**src/rtl/byte_fifo_port.sv**
```systemverilog
module byte_fifo_port #(
  parameter int DEPTH_LOG2 = 5,
  parameter int CNT_W      = 16
) (
  input  logic             clk,
  input  logic             rst_n,
  input  logic [1:0]       cpu_width,
  input  logic             cpu_rd_en,
  output logic [31:0]      cpu_rdata,
  input  logic             cpu_wr_en,
  input  logic [31:0]      cpu_wdata,
  input  logic             cpu_flush_wr,
  input  logic             xfer_load,
  input  logic             xfer_dir,
  input  logic [CNT_W-1:0] xfer_bytes,
  output logic [CNT_W-1:0] xfer_remaining,
  input  logic             card_rx_valid,
  input  logic [7:0]       card_rx_data,
  output logic             card_rx_ready,
  output logic             card_tx_valid,
  output logic [7:0]       card_tx_data,
  input  logic             card_tx_ready,
  output logic             rx_req,
  output logic             tx_req
);
  localparam int DEPTH = 1 << DEPTH_LOG2;
  localparam int PW    = DEPTH_LOG2;
  localparam int CW    = DEPTH_LOG2 + 1;

  logic [7:0]       rx_mem [DEPTH];
  logic [7:0]       tx_mem [DEPTH];
  logic [PW-1:0]    rx_rd, rx_wr, tx_rd, tx_wr;
  logic [CW-1:0]    rx_cnt, tx_cnt;
  logic [CNT_W-1:0] remain;
  logic             rx_req_q;

  logic [2:0]    nb;
  logic [CW-1:0] nbw, rx_take, rx_pop, tx_space, tx_push;
  logic          rx_acc, tx_pop, do_flush, more;

  assign nb       = (cpu_width == 2'd0) ? 3'd1 : (cpu_width == 2'd1) ? 3'd2 : 3'd4;
  assign nbw      = CW'(nb);
  assign more     = (remain != '0);
  assign rx_take  = (rx_cnt < nbw) ? rx_cnt : nbw;
  assign rx_pop   = cpu_rd_en ? rx_take : '0;
  assign tx_space = CW'(DEPTH) - tx_cnt;
  assign tx_push  = cpu_wr_en ? ((tx_space < nbw) ? tx_space : nbw) : '0;
  assign do_flush = cpu_flush_wr & cpu_wdata[0];

  assign card_rx_ready  = ~xfer_dir & more & (rx_cnt < CW'(DEPTH));
  assign rx_acc         = card_rx_valid & card_rx_ready;
  assign card_tx_valid  = xfer_dir & more & (tx_cnt != '0);
  assign tx_pop         = card_tx_valid & card_tx_ready;
  assign card_tx_data   = tx_mem[tx_rd];
  assign xfer_remaining = remain;
  assign rx_req         = rx_req_q;
  assign tx_req         = xfer_dir & more;

  always_comb begin
    cpu_rdata = '0;
    for (int i = 0; i < 4; i++) begin
      if (CW'(i) < rx_take)
        cpu_rdata[8*(int'(nb)-1-i) +: 8] = rx_mem[PW'(rx_rd + PW'(i))];
    end
  end

  always_ff @(posedge clk) begin
    if (rx_acc) rx_mem[rx_wr] <= card_rx_data;
    for (int i = 0; i < 4; i++) begin
      if (CW'(i) < tx_push)
        tx_mem[PW'(tx_wr + PW'(i))] <= cpu_wdata[8*(int'(nb)-1-i) +: 8];
    end
  end

  always_ff @(posedge clk) begin
    if (!rst_n) begin
      rx_rd    <= '0;
      rx_wr    <= '0;
      rx_cnt   <= '0;
      tx_rd    <= '0;
      tx_wr    <= '0;
      tx_cnt   <= '0;
      remain   <= '0;
      rx_req_q <= 1'b0;
    end else begin
      rx_wr  <= rx_wr + PW'(rx_acc);
      rx_rd  <= rx_rd + PW'(rx_pop);
      rx_cnt <= rx_cnt + CW'(rx_acc) - rx_pop;
      if (rx_acc) rx_req_q <= 1'b1;
      else if (cpu_rd_en) rx_req_q <= 1'b0;

      if (do_flush) begin
        tx_rd  <= tx_wr;
        tx_cnt <= '0;
      end else begin
        tx_wr  <= tx_wr + PW'(tx_push);
        tx_rd  <= tx_rd + PW'(tx_pop);
        tx_cnt <= tx_cnt + tx_push - CW'(tx_pop);
      end

      if (xfer_load) remain <= xfer_bytes;
      else if (rx_acc | tx_pop) remain <= remain - 1'b1;
    end
  end
endmodule

```
**config.mk**
```make
export PLATFORM = sky130hd
export DESIGN_NAME = byte_fifo_port
export DESIGN_NICKNAME = d
export VERILOG_FILES = /design/src/rtl/byte_fifo_port.sv
export SDC_FILE = /design/constraint.sdc
export NUM_CORES = 2
export LEC_CHECK = 0
export ABC_AREA = 1
export BUFFER_PORTS_ARGS = -buffer_cell sky130_fd_sc_hd__buf_2
export CAP_MARGIN = 20
export CELL_PAD_IN_SITES_DETAIL_PLACEMENT = 2
export CELL_PAD_IN_SITES_GLOBAL_PLACEMENT = 2
export CORE_MARGIN = 5
export CORE_UTILIZATION = 37
export DETAILED_ROUTE_END_ITERATION = 10
export PLACE_DENSITY = 0.89
export SYNTH_ARGS = -nofsm -noshare
export SYNTH_HDL_FRONTEND = slang
export SYNTH_SLANG_ARGS = --single-unit
```
**constraint.sdc**
```tcl
create_clock -name clk -period 5.2 [get_ports clk]
set_input_delay 1.04 -clock clk [delete_from_list [all_inputs] [get_ports clk]]
set_output_delay 1.04 -clock clk [all_outputs]
set_load 0.02 [all_outputs]
```
==> qor.txt <==
R2R setup slack: 0.74 ns
Max Cap Viol: 0
Detail Route Antenna Nets: 0
DRC violations left: 0
Worst Hold Class: reg2reg
DR vias: 50600
CP required: 4.16 ns
PwrDens: 570 nW/um^2
Worst Skew: 0.0567 ns
Final hold vios: 0
Die X: 341 microns
Violated checks: setup timing
Total power: 25.9 mW
Ys flop type: edfxtp_1
Layout Utilization: 0.418
Hpwl dp: 155000 microns
Slew Limit Fails: 0
# rows: 121
Initial antenna violation count: 16
Share of layout cells above drive strength 1: 0.100
Placed cell areas: 42800 sq um
Clock Tree Root: clkbuf_16
Worst Path Arrival: 4.30 ns
Global-route wire length before repair: 366000 microns
Skew-Pair Late Insertion Delay: 0.71 ns
Hold_sp: rx_req
Combinational share of power: 0.572
Finished Cell Area: 45400 sq um
I/O Pins: 127
Seq/Total Area, Yosys: 0.405
Critical Path Start Type: register
Net switching power figure: 14.1 mW
Mapped Area: 40400 sq um
Period Utilization, post-route: 1.03
Min Tclk post-route: 5.34 ns
Clk sink count: 561
Pre-Repair DR Iteration Count: 9
Leak Pwr: 18.7 nW
Area delta synth->final: 12.3%
Total Routed Length: 255000 microns
Gr usage total: 0.420
Internal Pwr Total: 11.8 mW
Final net count: 5860
FFs w/ async S/R, synth: 0
Cells on worst reg2reg path: 16
Avg WL per Cell: 35.3 microns
Clock power frac: 0.208
Setup Slack @ Placement: -0.0437 ns
Ys Warns: 1
Number of flops mapped to enable cells by yosys: 512
Crit Reg-Reg Startpoint: tx_cnt[0]
CTS tree: built
Pin count of the biggest net entering global routing: 138
Status: finished, violations left
Total Die Area: 116000 sq um
Max-slew headroom: 0.125
Die H: 341 microns
Fmax: 187 MHz
Syn avg cell area: 7.03 sq um
Sw frac: 0.544
# hold bufs at CTS: 0
Reg clk slew, reported paths: 0.06 ns
Vias in the first global route: 53100
Synthesized flop and latch total: 561
Final setup viols: 8
CTS max path bufs: 3
H-tree depth: 3
Via density: 6.99
Initial Util: 0.372
Post-synthesis cell count: 5750
Peak VDD IR: 521 uV
GRT overflow: 0
Critical path peak fanout: 18
Worst hold margin: 0.543 ns
R2R Path End: tx_mem[22][6]
Violation count after the first detailed-route iteration: 7354
Flop pwr share: 0.219
# port buffers: 126
Hold Path End: rx_req
Placer Congestion: 0.990
Netlist cell types: 57
Kind of critical path: reg2out
Worst Setup End Kind: output pin
Setup ws final: -0.137 ns
Hold Path Cell Cnt: 2
CTS Buf Count: 73
Slew at the pin closest to its max-slew limit: 1.31 ns
Core Footprint: 109000 sq um
Yosys cell counts (all sizes together), types with 21 or more instances:
master	number	area, sq um
o21ai	526	2640
nand3	1202	6040
inv	329	1230
buf	103	541
clkbuf	273	1020
nor3	23	233
o211ai	71	533
nor2	444	1830
o221ai	32	280
dfxtp	49	981
a21oi	118	591
nand2	1798	6840
edfxtp	512	15400
o22ai	63	394
ha	44	551
nand4	21	131
mux2i	32	320
critical path: stages (launching register included):
cell and delay (ns):
dfxtp_1 0.58, ha_1 0.29, nand2_1 0.08, inv_1 0.09, nor2_1 0.06, buf_4 0.26
nand2_1 0.13, o21a_1 0.21, clkinvlp_4 0.49, o211ai_1 0.77, nand3_1 0.30, nand3_1 0.17
buf_2 0.18
timing repair:
action / 4_1_cts / 5_1_grt
setup buffers: 2 / 0
endpoints found under the setup margin: 23 / 27
pin swaps: 1 / 1
endpoints found under the hold margin: 0 / 0
resized for setup: 5 / 13
sequential cells by signal, indices dropped and copies added, names as in the netlist:
name,flops
rx_req,1
rx_mem,256
rx_cnt,6
tx_mem,256
tx_cnt,6
rx_rd,5
tx_wr,5
xfer_remaining,16
rx_wr,5
tx_rd,5
layout make-up:
class | instances | area [sq um]
clock buffers | 98 | 2010
fillers | 12500 | 63300
repair buffers | 293 | 2120
flip-flops and latches | 561 | 16400
clock inverters | 34 | 328
diodes | 13 | 32.5
multi-input cells | 4481 | 21500
inverters | 335 | 1270
well taps | 1414 | 1770
cells in the final DEF (no fill, tap or decap), drive strengths merged, types with 5 or more instances in the layout:
master / synthesis / final
mux2i: 32 / 32
o22ai: 63 / 63
a31oi: 10 / 10
and3: 8 / 8
or2: 10 / 10
nand4: 21 / 21
dfxtp: 49 / 49
nor3: 23 / 23
conb: 2 / 5
nand2: 1798 / 1798
nand3: 1202 / 1202
o221ai: 32 / 32
clkinvlp: 0 / 9
o211ai: 71 / 71
inv: 329 / 321
o2111ai: 13 / 13
clkbuf: 273 / 99
ha: 44 / 44
clkinv: 6 / 35
xor2: 14 / 14
edfxtp: 512 / 512
buf: 103 / 292
a32o: 5 / 5
a21oi: 118 / 118
a211oi: 5 / 5
diode: 0 / 13
nor2: 444 / 444
o21ai: 526 / 526
xnor2: 5 / 5
metrics by stage:
stage	cells	TNS (ns)
after global placement	7071	0
after detailed placement	7071	-0.0437
after global routing	7217	-0.0182
final	7229	-0.407
after CTS	7205	0
after floorplan	5753	0
how the worst max path moves through the flow:
stage,startpoint,to,cells after the start
after global placement,cpu_width[0],cpu_rdata[0],15
after detailed placement,cpu_width[0],cpu_rdata[0],15
after floorplan,cpu_width[1],cpu_rdata[12],15
after global routing,rx_rd[3],cpu_rdata[7],9
final,rx_rd[2],cpu_rdata[6],12
after CTS,cpu_width[0],cpu_rdata[0],17
power by group through the flow:
stage	combinational (mW)	clock, mW	sequential, mW
6_report	14.8	5.39	5.68
4_1_cts	13.7	5.32	5.65
5_1_grt	15.0	5.48	5.69
2_1_floorplan	7.69	0	5.60
3_3_place_gp	12.2	0	5.70
3_5_place_dp	13.0	0	5.74
routing by layer:
layer	wire length, microns	global-route usage	vias to the layer above
met1	89400	0.500	24800
met4	22500	0.303	8
met2	108000	0.631	4414
met5	39	0	-
met3	35000	0.148	1637
li1	-	-	19700
logic make-up (layout without fill, tap and decap cells):
logic type / after synthesis / in the layout / share of synthesized area
multiplexers: 32 / 32 / 0.00793
buffers and inverters: 711 / 760 / 0.0698
AO/OA/AOI/OAI: 864 / 864 / 0.121
XOR/XNOR: 19 / 19 / 0.00412
AND/OR/NAND/NOR: 3513 / 3513 / 0.377
flip-flops: 561 / 561 / 0.405
other: 2 / 18 / 0.000186
adder cells (fa/ha/maj): 48 / 48 / 0.0156
Note: power is estimated with default switching activity, not from simulation.
